$ cat config.mk
export PLATFORM = sky130hd
export DESIGN_NAME = bitclk_txrx_path
export DESIGN_NICKNAME = d
export VERILOG_FILES = /design/src/rtl/bctp_pkg.sv /design/src/rtl/bctp_level_sync.sv /design/src/rtl/bctp_event_detect.sv /design/src/rtl/bctp_latch_timer.sv /design/src/rtl/bitclk_txrx_path.sv
export SDC_FILE = /design/constraint.sdc
export NUM_CORES = 1
export LEC_CHECK = 0
export BUFFER_PORTS_ARGS = -buffer_cell sky130_fd_sc_hd__clkbuf_2
export CORE_MARGIN = 2
export CORE_UTILIZATION = 50
export DETAILED_ROUTE_END_ITERATION = 8
export PLACE_DENSITY = 0.76
export SYNTH_ARGS = -nofsm -noshare
export SYNTH_HDL_FRONTEND = slang
export SYNTH_SLANG_ARGS = --single-unit
$ cat constraint.sdc
create_clock -name clk -period 3.01 [get_ports clk]
set_input_delay 0.1505 -clock clk [delete_from_list [all_inputs] [get_ports clk]]
set_output_delay 0.1505 -clock clk [all_outputs]
set_load 0.01 [all_outputs]
$ cat src/rtl/bctp_pkg.sv
package bctp_pkg;
   typedef enum logic [1:0] {
      LT_IDLE  = 2'd0,
      LT_WAIT  = 2'd1,
      LT_PULSE = 2'd2
   } latch_st_e;
endpackage

$ cat src/rtl/bctp_level_sync.sv
module bctp_level_sync #(
   parameter int STAGES = 2
) (
   input  logic clk,
   input  logic rst_n,
   input  logic d,
   output logic q
);
   logic [STAGES-1:0] chain;

   generate
      for (genvar i = 0; i < STAGES; i++) begin : g_stage
         if (i == 0) begin : g_first
            always_ff @(posedge clk or negedge rst_n)
               if (!rst_n) chain[0] <= 1'b0;
               else        chain[0] <= d;
         end else begin : g_next
            always_ff @(posedge clk or negedge rst_n)
               if (!rst_n) chain[i] <= 1'b0;
               else        chain[i] <= chain[i-1];
         end
      end
   endgenerate

   assign q = chain[STAGES-1];
endmodule

$ cat src/rtl/bctp_event_detect.sv
module bctp_event_detect (
   input  logic clk,
   input  logic rst_n,
   input  logic started,
   input  logic hold,
   input  logic lvl,
   output logic ev_any,
   output logic ev_rise,
   output logic ev_fall
);
   logic last_q, seen_q, change;

   assign change  = started && (!seen_q || (lvl != last_q));
   assign ev_any  = change && !hold;
   assign ev_rise = ev_any && lvl;
   assign ev_fall = ev_any && !lvl;

   always_ff @(posedge clk or negedge rst_n) begin
      if (!rst_n) begin
         last_q <= 1'b0;
         seen_q <= 1'b0;
      end else if (started) begin
         last_q <= lvl;
         seen_q <= 1'b1;
      end
   end

   // nothing is accepted while the path is not started
   assert_quiet_when_stopped_R2: assert property (@(posedge clk) disable iff (!rst_n)
      !started |-> !ev_any);
endmodule

$ cat src/rtl/bctp_latch_timer.sv
module bctp_latch_timer
   import bctp_pkg::*;
#(
   parameter int PULSE_W = 8,
   parameter int QDELAY  = 1248
) (
   input  logic clk,
   input  logic rst_n,
   input  logic fire_now,
   input  logic fire_late,
   output logic latch,
   output logic busy,
   output logic commit
);
   localparam int MAXV = (PULSE_W > QDELAY) ? PULSE_W : QDELAY;
   localparam int CW   = $clog2(MAXV + 1);

   latch_st_e     st_q;
   logic [CW-1:0] cnt_q;

   assign latch  = (st_q == LT_PULSE);
   assign busy   = (st_q != LT_IDLE);
   assign commit = (st_q == LT_WAIT) && (cnt_q == '0);

   always_ff @(posedge clk or negedge rst_n) begin
      if (!rst_n) begin
         st_q  <= LT_IDLE;
         cnt_q <= '0;
      end else begin
         unique case (st_q)
            LT_IDLE: begin
               if (fire_now) begin
                  st_q  <= LT_PULSE;
                  cnt_q <= CW'(PULSE_W - 1);
               end else if (fire_late) begin
                  st_q  <= LT_WAIT;
                  cnt_q <= CW'(QDELAY - 1);
               end
            end
            LT_WAIT: begin
               if (cnt_q == '0) begin
                  st_q  <= LT_PULSE;
                  cnt_q <= CW'(PULSE_W - 1);
               end else begin
                  cnt_q <= cnt_q - 1'b1;
               end
            end
            LT_PULSE: begin
               if (cnt_q == '0) st_q <= LT_IDLE;
               else             cnt_q <= cnt_q - 1'b1;
            end
            default: st_q <= LT_IDLE;
         endcase
      end
   end

   // a started delay always ends in a latch pulse
   assert_wait_to_pulse_R8: assert property (@(posedge clk) disable iff (!rst_n)
      (st_q == LT_WAIT) |=> (st_q == LT_WAIT || st_q == LT_PULSE));
   // a latch never begins without passing through a request
   assert_no_spurious_latch_R6: assert property (@(posedge clk) disable iff (!rst_n)
      (st_q == LT_IDLE && !fire_now) |=> !latch);
endmodule

$ cat src/rtl/bitclk_txrx_path.sv
module bitclk_txrx_path
   import bctp_pkg::*;
#(
   parameter int SYNC_STAGES = 2,
   parameter int PULSE_W     = 8,
   parameter int QDELAY      = 1248,
   parameter int CNT_W       = 16
) (
   input  logic             clk,
   input  logic             rst_n,
   input  logic             started,
   input  logic             duplex,
   input  logic             bclk_in,
   input  logic             rxd_in,
   input  logic             req_tx,
   input  logic             req_rx,
   input  logic             tx_fifo_empty,
   input  logic             tx_fifo_bit,
   output logic             tx_fifo_pop,
   output logic             rx_fifo_push,
   output logic             rx_fifo_bit,
   output logic             txd_out,
   output logic             latch_out,
   output logic             tx_active,
   output logic             req_ack,
   output logic [CNT_W-1:0] evt_count
);
   generate
      if (SYNC_STAGES < 2) begin : g_bad_sync
         $error("SYNC_STAGES must be at least 2");
      end
      if (PULSE_W < 1 || QDELAY < 1) begin : g_bad_timing
         $error("PULSE_W and QDELAY must be at least 1");
      end
      if (CNT_W < 1) begin : g_bad_cnt
         $error("CNT_W must be at least 1");
      end
   endgenerate

   logic bclk_s, rxd_s;
   logic ev_any, ev_rise, ev_fall;
   logic busy, commit;
   logic tx_q, even_q, pend_tx, pend_rx, txd_q, ack_q;
   logic [CNT_W-1:0] cnt_q;
   logic even_next, entry_now, exit_arm, tx_edge;

   bctp_level_sync #(.STAGES(SYNC_STAGES)) u_sync_clk (
      .clk(clk), .rst_n(rst_n), .d(bclk_in), .q(bclk_s));
   bctp_level_sync #(.STAGES(SYNC_STAGES)) u_sync_rxd (
      .clk(clk), .rst_n(rst_n), .d(rxd_in), .q(rxd_s));

   bctp_event_detect u_evt (
      .clk(clk), .rst_n(rst_n), .started(started), .hold(busy),
      .lvl(bclk_s), .ev_any(ev_any), .ev_rise(ev_rise), .ev_fall(ev_fall));

   assign tx_edge   = tx_q && ev_fall;
   assign even_next = ~even_q;
   assign entry_now = tx_edge && pend_tx;
   assign exit_arm  = tx_edge && pend_rx && !pend_tx && even_next;

   bctp_latch_timer #(.PULSE_W(PULSE_W), .QDELAY(QDELAY)) u_latch (
      .clk(clk), .rst_n(rst_n), .fire_now(entry_now), .fire_late(exit_arm),
      .latch(latch_out), .busy(busy), .commit(commit));

   assign tx_fifo_pop  = tx_edge && !tx_fifo_empty;
   assign rx_fifo_push = !tx_q && !duplex && ev_rise;
   assign rx_fifo_bit  = rxd_s;
   assign txd_out      = txd_q;
   assign tx_active    = tx_q;
   assign req_ack      = ack_q;
   assign evt_count    = cnt_q;

   always_ff @(posedge clk or negedge rst_n) begin
      if (!rst_n) begin
         tx_q    <= 1'b0;
         even_q  <= 1'b1;
         pend_tx <= 1'b0;
         pend_rx <= 1'b0;
         txd_q   <= 1'b0;
         ack_q   <= 1'b0;
         cnt_q   <= '0;
      end else begin
         ack_q <= 1'b0;
         if (ev_any) cnt_q <= cnt_q + 1'b1;
         if (req_tx) begin
            pend_tx <= 1'b1;
            tx_q    <= 1'b1;
         end
         if (req_rx) pend_rx <= 1'b1;
         if (tx_edge) begin
            txd_q  <= tx_fifo_empty ? 1'b0 : tx_fifo_bit;
            even_q <= entry_now ? 1'b1 : even_next;
         end
         if (entry_now) begin
            pend_tx <= 1'b0;
            ack_q   <= 1'b1;
         end
         if (commit) begin
            txd_q   <= 1'b0;
            tx_q    <= 1'b0;
            pend_rx <= 1'b0;
            even_q  <= 1'b0;
            ack_q   <= 1'b1;
         end
      end
   end

   // transmit pops and receive pushes never coincide
   assert_push_pop_excl_R4: assert property (@(posedge clk) disable iff (!rst_n)
      !(tx_fifo_pop && rx_fifo_push));
   // every acknowledge coincides with a latch pulse
   assert_ack_with_latch_R6: assert property (@(posedge clk) disable iff (!rst_n)
      ack_q |-> latch_out);
   // leaving transmit happens exactly as the latch rises, with the line low
   assert_exit_with_latch_R8: assert property (@(posedge clk) disable iff (!rst_n)
      $fell(tx_q) |-> ($rose(latch_out) && !txd_q));
   // no event is accepted during a latch delay or pulse
   assert_hold_counter_R9: assert property (@(posedge clk) disable iff (!rst_n)
      busy |=> (cnt_q == $past(cnt_q)));
endmodule

==> results by group, run 1 <==
Pwr
  – Power Total: 0.002027 W
  – Static Leakage: 1.071 nW
  – Max IR drop VDD: ~0.37 mV
  – Power per cell area: 861.1 nW/µm²

Clock network
  – CTS Root Cell: clkbuf_8
  – CTS tree: built
  – Post-CTS Hold Fix Bufs: 2
  – Bufs on Longest Clock Path: 2
  – Clock latency on the worst-skew pair: between 0.2 and 0.3 ns
  – Gates resized, CTS repair: 0
  – Inserted Clock Buffers: 5
  – CTS clock-pin slew for the worst setup and hold paths: ~0.08 ns
  – Htree depth: 2
  – Setup Fix Bufs, Post-CTS: 0
  – CTS sink cnt: roughly 40

Timing
  – Final Hold Vio Count: 0
  – Clk_skew: ~0.0031 ns
  – RSZ-0062 raised after global routing: false
  – Slew margin rel.: 0.3451
  – Final setup fails: 0
  – Tmin final: between 2 and 3 ns
  – FMAX: 398.6 MHz
  – TNS Setup: 0 ns
  – Slew Viols, Final: 0
  – Final Cycle Share: 0.8334
  – Slew @ Worst Pin: 0.9824 ns

Yosys
  – EDFF count, synth: 0
  – Leading cell types by total area after synthesis: dfrtp_1, xnor2_1, nor2_1, ha_1, o21ai_0
  – Ys flop type: dfrtp_1
  – Sequential fraction of the synthesis area: 0.5043
  – Mapped Nets: 217
  – Cell variety after synth: 42
  – Yosys top cell area share: 0.4914
  – Mapped Cells: about 200
  – Synth warn: 0
  – Leading area contributor after synthesis: dfrtp_1
  – Flop and latch count out of synthesis: approximately 40
  – Ys async rst share: 1.000
  – Average size of a mapped cell: 10.13 µm²
  – Post-Syn Area: a little over 2000 µm²

Worst setup path
  – Critical Path Start Type: register
  – CP required: between 3 and 4 ns
  – WS Path Type: register to register
  – Critical-path maximum fanout: 18
  – CP arrival: roughly 2.7 ns
  – Worst Setup End Kind: register

Final layout
  – N_diodes: 0
  – Design area: approximately 2400 µm²
  – Nets@finish: roughly 250
  – Fraction of layout cells with a size suffix above 1: 0.2134
  – Reg area: just over 1000 µm²
  – Area grow syn2layout: 15.54%
  – Area of the multi-input gates: approximately 950 µm²
  – Filler cells: roughly 350

Floorplanning
  – Starting Density: 0.5129
  – Core box area: 3971 µm²
  – Die Y: between 60 and 70 µm
  – Die Width: ~68 µm
  – Die area: 4600 µm²
  – Row Count: 23
  – Ports: 33

Place
  – DP Wirelength: between 2000 and 3000 µm
  – Post-DP Area: ~2200 µm²
  – I/O Buffers: 32
  – Routability Congestion: 0.8555

Drt
  – Drt first pass iters: 4
  – DRT antenna net count: 0
  – Vias post-DR: about 1600
  – Routed len/inst: 12.98 µm
  – Number of remaining DRC errors: 0
  – DR iter-0 viols: about 140
  – Detailed Route WL: between 3000 and 4000 µm
  – Drt via density: 5.377

Global routing
  – Initial antenna violation count: 0
  – Aggregate global-route resource usage: 0.1793
  – Gr ovfl total: 0
  – Vias in the first global route: 1368
  – Largest net degree at the start of global routing: 42
  – First-pass GRT wire length: 6175 µm

Worst hold path
  – Min-Delay Path Class: input pin to async pin

Run
  – Max_cap viols: 0

Run status
  – Status: finished clean
critical path, stage by stage, from the launching register on:
cell and delay, ns:
dfrtp_1 0.41, inv_1 0.09, ha_1 0.20, or3b_1 0.41, or4_4 0.55, o211ai_4 0.40
nand2b_1 0.22, o22ai_2 0.10
sequential cells by signal (all words and copies together) (netlist names):
signal,count
pend_tx,1
u_sync_clk.chain,1
u_sync_rxd.chain,1
u_sync_clk.q,1
pend_rx,1
u_latch.st_q,2
tx_active,1
u_evt.seen_q,1
u_latch.cnt_q,11
evt_count,16
txd_out,1
u_sync_rxd.q,1
u_evt.last_q,1
req_ack,1
even_q,1
final timing paths:
check / slack, ns / start / depth (start not counted) / end
setup / recovery: 0.50 / u_latch.cnt_q[0] / 7 / u_latch.cnt_q[8]
hold / removal: 0.01 / rst_n / 1 / u_latch.cnt_q[8]
setup reg to reg: 0.50 / u_latch.cnt_q[0] / 7 / u_latch.cnt_q[8]
hold reg to reg: 0.35 / u_sync_clk.chain[0] / 0 / u_sync_clk.q
max in group asynchronous: 2.39 / rst_n / 1 / u_latch.cnt_q[4]
min in group clk: 0.09 / req_rx / 3 / pend_rx
power by group:
part           internal, W  leakage [nW]  total (W)  switching, W
sequential        0.000681         0.508   0.000806      0.000125
combinational     0.000346         0.512   0.000846      0.000500
clock             0.000186        0.0512   0.000375      0.000189
kinds of logic after synthesis:
| group | Yosys count | synth area share |
|---|---|---|
| multiplexers | 3 | 0.01597 |
| adder cells (fa/ha/maj) | 6 | 0.03685 |
| AND/OR/NAND/NOR | 83 | 0.2187 |
| flip-flops | 41 | 0.5043 |
| XOR/XNOR | 16 | 0.06880 |
| AO/OA/AOI/OAI | 39 | 0.1278 |
| buffers and inverters | 13 | 0.02764 |
synthesized netlist by cell type, types with 4 or more instances:
library cell,instances
xnor2_1,14
nor3_1,9
ha_1,6
a211oi_1,4
nand2_1,13
nand3_1,8
nor2_1,21
dfrtp_1,40
inv_1,9
and4_1,5
nand2b_1,4
o21ai_0,15
a21oi_1,5
routing by layer:
layer	GRT usage	vias to the layer above	routed length (µm)
li1	-	785	-
met1	0.2535	733	1821
met2	0.2684	32	1745
met3	0.03947	4	160
met4	0.07250	0	24
met5	0	-	0
area by class of cell:
| type | count | area share |
|---|---|---|
| flip-flops and latches | 41 | 0.4365 |
| multi-input cells | 147 | 0.4051 |
| repair buffers | 34 | 0.07656 |
| clock buffers | 6 | 0.03509 |
| well taps | 50 | 0.02658 |
| inverters | 9 | 0.01435 |
| clock inverters | 2 | 0.005848 |
through the flow:
stage | setup slack (ns) | instances | hold WS, ns | utilization
6_report | 0.5013 | 289 | 0.01211 | 0.5926
5_1_grt | 0.3751 | 289 | 0.09444 | 0.5926
4_1_cts | 0.5121 | 289 | 0.05322 | 0.5926
3_5_place_dp | 0.5215 | 279 | 0.2605 | 0.5633
3_3_place_gp | 0.5863 | 279 | 0.2585 | 0.5633
2_1_floorplan | 0.8143 | 201 | -0.1451 | -
cells in the final DEF (no fill, tap or decap), types with 4 or more instances in the layout:
| master | netlist | routed |
|---|---|---|
| nand2b_1 | 4 | 4 |
| o21ai_0 | 15 | 15 |
| nor3_1 | 9 | 9 |
| ha_1 | 6 | 6 |
| clkbuf_2 | 0 | 32 |
| inv_1 | 9 | 9 |
| dfrtp_1 | 40 | 40 |
| nor2_1 | 21 | 21 |
| a211oi_1 | 4 | 4 |
| a21oi_1 | 5 | 5 |
| clkbuf_8 | 0 | 6 |
| nand3_1 | 8 | 8 |
| and4_1 | 5 | 5 |
| xnor2_1 | 14 | 14 |
| nand2_1 | 13 | 13 |
Power figures use the tool's default switching activity.
==> run 2, diff against run 1 <==
- clock period: 3.01 -> 2.36 ns (I/O delays scaled with it)
==> results by group, run 2 (synthesis gave the netlist of run 1 again) <==
Final layout
  – Area grow syn2layout: 20.88% (was 15.54%)
  – Reg area: 1027 µm² (unchanged)
  – Finished Layout Cells: 300 (was 289)
  – Most common cell after layout, fill and taps aside: dfrtp_1 (unchanged)
  – Filler cells: 350 (was 351)
  – Max FFs per register: 16 (unchanged)
  – Layout Utilization: 0.6200 (was 0.5926)
  – N_diodes: 0 (unchanged)
  – Nets@finish: 265 (was 254)
  – Area of the multi-input gates: 965.9 µm² (was 953.4 µm²)
  – Fraction of layout cells with a size suffix above 1: 0.2560 (was 0.2134)
  – Commonest non-fill, non-tap cells in the layout: dfrtp_1, clkbuf_2, nor2_1 (unchanged)

Timing
  – Final setup fails: 0 (unchanged)
  – Clk_skew: 0.007449 ns (was 0.003080 ns)
  – Slew margin rel.: 0.5730 (was 0.3451)
  – Slew Viols, Final: 0 (unchanged)
  – Final Hold Vio Count: 0 (unchanged)
  – Setup ws final: 0.1003 ns (was 0.5013 ns)
  – Tmin final: 2.260 ns (was 2.509 ns)
  – TNS Setup: 0 ns (unchanged)
  – FMAX: 442.5 MHz (was 398.6 MHz)
  – Slew @ Worst Pin: 0.6347 ns (was 0.9824 ns)
  – Final Cycle Share: 0.9575 (was 0.8334)

Worst setup path
  – Critical-path maximum fanout: 7 (was 18)
  – Largest stage delay on the critical path: 0.55 ns (about the same)
  – Worst Setup End Kind: register (unchanged)
  – CP arrival: 2.44 ns (was 2.68 ns)
  – Critical Path Start Type: register (unchanged)
  – Worst-path cell chain: or4_4 -> or4_4 -> o211ai_4 -> nand2b_4 -> o22ai_2 (was inv_1 -> ha_1 -> or3b_1 -> or4_4 -> o211ai_4 -> nand2b_1 -> o22ai_2)
  – Top Family by Delay on Critical Path: simple AND/OR/NAND/NOR gates (unchanged)
  – WS Path Type: register to register (unchanged)
  – Most frequent CP cell: or4_4
  – Crit-path slowest cell: or4_4 (unchanged)
  – CP required: 2.54 ns (was 3.18 ns)
  – CP Buf/Inv Count: 0 (was 1)

Drt
  – Drt first pass iters: 4 (unchanged)
  – Number of remaining DRC errors: 0 (unchanged)
  – Detailed Route WL: 4128 µm (was 3752 µm)
  – Drt via density: 5.460 (was 5.377)
  – DRT antenna net count: 0 (unchanged)
  – Vias post-DR: 1638 (was 1554)
  – DR iter-0 viols: 61 (was 142)
  – Routed len/inst: 13.76 µm (was 12.98 µm)

Place
  – Routability Congestion: 0.8009 (was 0.8555)
  – Placed insts: 286 (was 279)
  – Pre-CTS setup slack: 0.03828 ns (was 0.5215 ns)
  – I/O Buffers: 32 (unchanged)
  – DP Wirelength: 2997 µm (was 2763 µm)

Clock network
  – CTS sink cnt: 41 (unchanged)
  – Clock latency on the worst-skew pair: 0.29 ns (was 0.28 ns)
  – Inserted Clock Buffers: 5 (unchanged)
  – Bufs on Longest Clock Path: 2 (unchanged)
  – CTS Root Cell: clkbuf_8 (unchanged)
  – Htree depth: 2 (unchanged)
  – CTS clock-pin slew for the worst setup and hold paths: 0.08 ns (about the same)
  – CTS tree: built (unchanged)

Global routing
  – Gr ovfl total: 0 (unchanged)
  – Largest net degree at the start of global routing: 29 (was 42)
  – First-pass GRT wire length: 6465 µm (was 6175 µm)
  – Vias in the first global route: 1463 (was 1368)
  – Aggregate global-route resource usage: 0.1891 (was 0.1793)
  – Initial antenna violation count: 0 (unchanged)

Floorplanning
  – Ports: 33 (unchanged)
  – Die area: 4600 µm² (unchanged)
  – Starting Density: 0.5129 (unchanged)
  – Die Y: 67.83 µm (unchanged)
  – Core box area: 3971 µm² (unchanged)
  – Die Width: 67.83 µm (unchanged)
  – Row Count: 23 (unchanged)

Pwr
  – Max IR drop VDD: 0.6282 mV (was 0.3670 mV)
  – Power Total: 0.002774 W (was 0.002027 W)
  – Static Leakage: 1.134 nW (was 1.071 nW)
  – Power per cell area: 1126 nW/µm² (was 861.1 nW/µm²)

Worst hold path
  – Min-Delay Path Class: input pin to register (was input pin to async pin)

Run
  – Max_cap viols: 0 (unchanged)

Run status
  – Status: finished clean (unchanged)
run 2: cell types whose count changed in the layout (fill, tap and decap cells not counted), sizes merged:
cell,delta
buf,+10
dlygate4sd3,+1
run 2: layer usage:
layer / GRT usage / wire [µm] / vias to the layer above
li1: - / - / 813
met3: 0.05428 / 161 / 6
met5: 0 / 0 / -
met4: 0.07750 / 69 / 0
met2: 0.2868 / 1940 / 32
met1: 0.2550 / 1957 / 787
run 2: area by class of cell:
class / count / share of cell area
clock buffer: 6 / 0.03354
clock inverter: 2 / 0.005589
inverter: 9 / 0.01372
multi-input combinational: 147 / 0.3923
sequential: 41 / 0.4172
tap: 50 / 0.02541
timing repair buffer: 45 / 0.1123
run 2: final timing paths:
kind | start | endpoint | slack (ns) | cells after the start
setup / recovery | u_latch.cnt_q[7] | u_latch.cnt_q[8] | 0.10 | 5
hold / removal | req_rx | pend_rx | 0.07 | 3
setup reg to reg | u_latch.cnt_q[7] | u_latch.cnt_q[8] | 0.10 | 5
hold reg to reg | u_sync_clk.chain[0] | u_sync_clk.q | 0.35 | 0
max in group asynchronous | rst_n | u_evt.last_q | 1.39 | 3
min in group asynchronous | rst_n | u_latch.cnt_q[2] | 0.27 | 2
run 2: worst register-to-register path: stages, from the launching register on:
cell	delay (ns)
dfrtp_1	0.43
or4_4	0.55
or4_4	0.55
o211ai_4	0.32
nand2b_4	0.21
o22ai_2	0.09
run 2: per-stage QoR:
stage | cell area, µm² | hold WS (ns)
final | 2462 | 0.06974
after global routing | 2462 | 0.08222
after floorplan | 2037 | -0.1776
after detailed placement | 2290 | 0.05584
after global placement | 2290 | 0.05293
after CTS | 2416 | 0.06408
run 2: repair_timing:
item / 4_1_cts / 5_1_grt
gates resized for setup: 0 / 7
hold buffers: 3 / 0
hold endpoints to repair: 14 / 0
buffers inserted: 0 / 3
setup endpoints to repair: 0 / 9
run 2: where the power goes:
part,internal (W),total [W],switching (W)
Combinational,0.000568,0.00126,0.000689
Clock,0.000237,0.000483,0.000246
Sequential,0.000868,0.00103,0.000165
==> run 3, diff against run 2 <==
- CORE_ASPECT_RATIO: default -> 0.5
==> results by group, run 3 (synthesis gave the netlist of run 1 again) <==
Run status
  – Status: finished with violations (was finished clean)
  – Failing checks: hold timing

Worst setup path
  – CP Buf/Inv Count: 0 (unchanged)
  – Worst Setup End Kind: register (unchanged)
  – CP arrival: 2.43 ns (was 2.44 ns)
  – CP required: 2.53 ns (was 2.54 ns)
  – Critical Path Start Type: register (unchanged)
  – WS Path Type: register to register (unchanged)
  – Largest stage delay on the critical path: 0.57 ns (was 0.55 ns)
  – Crit-path slowest cell: or4_4 (unchanged)
  – Worst-path cell chain: or4_4 -> or4_4 -> o211ai_4 -> nand2b_1 -> o21ai_0 (was or4_4 -> or4_4 -> o211ai_4 -> nand2b_4 -> o22ai_2)
  – Top Family by Delay on Critical Path: simple AND/OR/NAND/NOR gates (unchanged)
  – Critical-path maximum fanout: 6 (was 7)
  – Most frequent CP cell: or4_4 (unchanged)

Timing
  – Final Hold Vio Count: 40 (was 0)
  – Slew margin rel.: 0.3350 (was 0.5730)
  – Tmin final: 2.259 ns (was 2.260 ns)
  – Slew @ Worst Pin: 0.9975 ns (was 0.6347 ns)
  – Setup ws final: 0.1008 ns (was 0.1003 ns)
  – Slew Viols, Final: 0 (unchanged)
  – Final Cycle Share: 0.9573 (was 0.9575)
  – TNS Setup: 0 ns (unchanged)
  – Clk_skew: 0.008552 ns (was 0.007449 ns)
  – FMAX: 442.6 MHz (was 442.5 MHz)
  – WHS: -0.03062 ns (was 0.06974 ns)
  – RSZ-0062 raised after global routing: false
  – Final setup fails: 0 (unchanged)

Global routing
  – Largest net degree at the start of global routing: 42 (was 29)
  – Vias in the first global route: 1587 (was 1463)
  – Gr ovfl total: 0 (unchanged)
  – Aggregate global-route resource usage: 0.1939 (was 0.1891)
  – First-pass GRT wire length: 7003 µm (was 6465 µm)
  – Initial antenna violation count: 0 (unchanged)

Final layout
  – Max FFs per register: 16 (unchanged)
  – Fraction of layout cells with a size suffix above 1: 0.2640 (was 0.2560)
  – Design area: 2484 µm² (was 2462 µm²)
  – N_diodes: 0 (unchanged)
  – Commonest non-fill, non-tap cells in the layout: dfrtp_1, clkbuf_2, nor2_1 (unchanged)
  – Most common cell after layout, fill and taps aside: dfrtp_1 (unchanged)
  – Layout Utilization: 0.6362 (was 0.6200)
  – Area grow syn2layout: 21.93% (was 20.88%)
  – Nets@finish: 265 (unchanged)
  – Finished Layout Cells: 304 (was 300)

Clock network
  – CTS Root Cell: clkbuf_8 (unchanged)
  – CTS tree: built (unchanged)
  – Bufs on Longest Clock Path: 2 (unchanged)
  – Clock latency on the worst-skew pair: 0.30 ns (was 0.29 ns)
  – CTS sink cnt: 41 (unchanged)
  – CTS clock-pin slew for the worst setup and hold paths: 0.08 ns (about the same)
  – Htree depth: 2 (unchanged)
  – Inserted Clock Buffers: 5 (unchanged)

Floorplanning
  – Core box area: 3904 µm² (was 3971 µm²)
  – Starting Density: 0.5218 (was 0.5129)
  – Die area: 4632 µm² (was 4600 µm²)
  – Die Width: 94.27 µm (was 67.83 µm)
  – Row Count: 16 (was 23)
  – Ports: 33 (unchanged)
  – Die Y: 49.14 µm (was 67.83 µm)

Drt
  – DR iter-0 viols: 63 (was 61)
  – M1 WL: 1921 µm (was 1957 µm)
  – Number of remaining DRC errors: 0 (unchanged)
  – Metal2 WL: 2075 µm (was 1940 µm)
  – DRT antenna net count: 0 (unchanged)
  – Detailed Route WL: 4205 µm (was 4128 µm)
  – Vias post-DR: 1679 (was 1638)
  – Drt first pass iters: 4 (unchanged)
  – Highest routed layer: met4 (unchanged)
  – Routed len/inst: 13.83 µm (was 13.76 µm)
  – Met3 WL: 169 µm (was 161 µm)
  – Drt via density: 5.523 (was 5.460)

Pwr
  – Static Leakage: 1.130 nW (was 1.134 nW)
  – Max IR drop VDD: 0.4301 mV (was 0.6282 mV)
  – Power per cell area: 1171 nW/µm² (was 1126 nW/µm²)

Place
  – DP Wirelength: 2908 µm (was 2997 µm)
  – Post-DP Area: 2287 µm² (was 2290 µm²)
  – I/O Buffers: 32 (unchanged)
  – Placed insts: 289 (was 286)
  – Pre-CTS setup slack: 0.06289 ns (was 0.03828 ns)
  – Routability Congestion: 0.8778 (was 0.8009)

Worst hold path
  – Min-Delay Path Class: input pin to async pin (was input pin to register)

Run
  – Max_cap viols: 0 (unchanged)
-- run 3: cell count changes in the layout (fill, tap and decap cells not counted), sizes merged --
cell         change
buf              +1
bufinv           +1
clkinv           -2
clkinvlp         +1
dlygate4sd3      -1
-- run 3: cell type report --
| cell class | instances | area, µm² |
|---|---|---|
| clock buffer | 6 | 82.58 |
| fill | 301 | 1420 |
| inverter | 9 | 33.78 |
| tap | 54 | 67.56 |
| clock inverter | 2 | 37.54 |
| timing repair buffer | 45 | 266.5 |
| multi-input combinational | 147 | 968.4 |
| sequential | 41 | 1027 |
-- run 3: metal layers --
metal	GRT usage	vias up
met5	0	-
met4	0.04348	0
met3	0.06028	6
met2	0.3345	32
met1	0.2412	824
li1	-	817
-- run 3: metrics by stage --
stage	hold slack (ns)	total power, W
2_1_floorplan	-0.1776	0.001862
3_3_place_gp	0.2268	0.002139
3_5_place_dp	0.2290	0.002179
4_1_cts	0.01823	0.002779
5_1_grt	0.05449	0.003133
6_report	-0.03062	0.002908
-- run 3: where the power goes --
group	switching [W]	internal, W
Sequential	0.000172	0.000868
Clock	0.000252	0.000344
Combinational	0.000693	0.000580
Total	0.00112	0.00179
-- run 3: path summary, 6_finish.rpt --
path,start,endpoint,slack [ns],cells after the start
max,u_latch.cnt_q[8],u_latch.cnt_q[5],0.10,5
max reg2reg,u_latch.cnt_q[8],u_latch.cnt_q[5],0.10,5
min,rst_n,u_latch.st_q[0],-0.03,1
max in group asynchronous,rst_n,evt_count[10],1.78,1
min in group clk,req_rx,pend_rx,0.04,3
min reg2reg,u_sync_rxd.chain[0],u_sync_rxd.q,0.36,0
-- run 3: repair_timing --
action | 4_1_cts | 5_1_grt
endpoints found under the setup margin | 0 | 11
endpoints found under the hold margin | 2 | 0
resized for setup | 0 | 8
buffers inserted | 0 | 4
hold buffers | 2 | 0
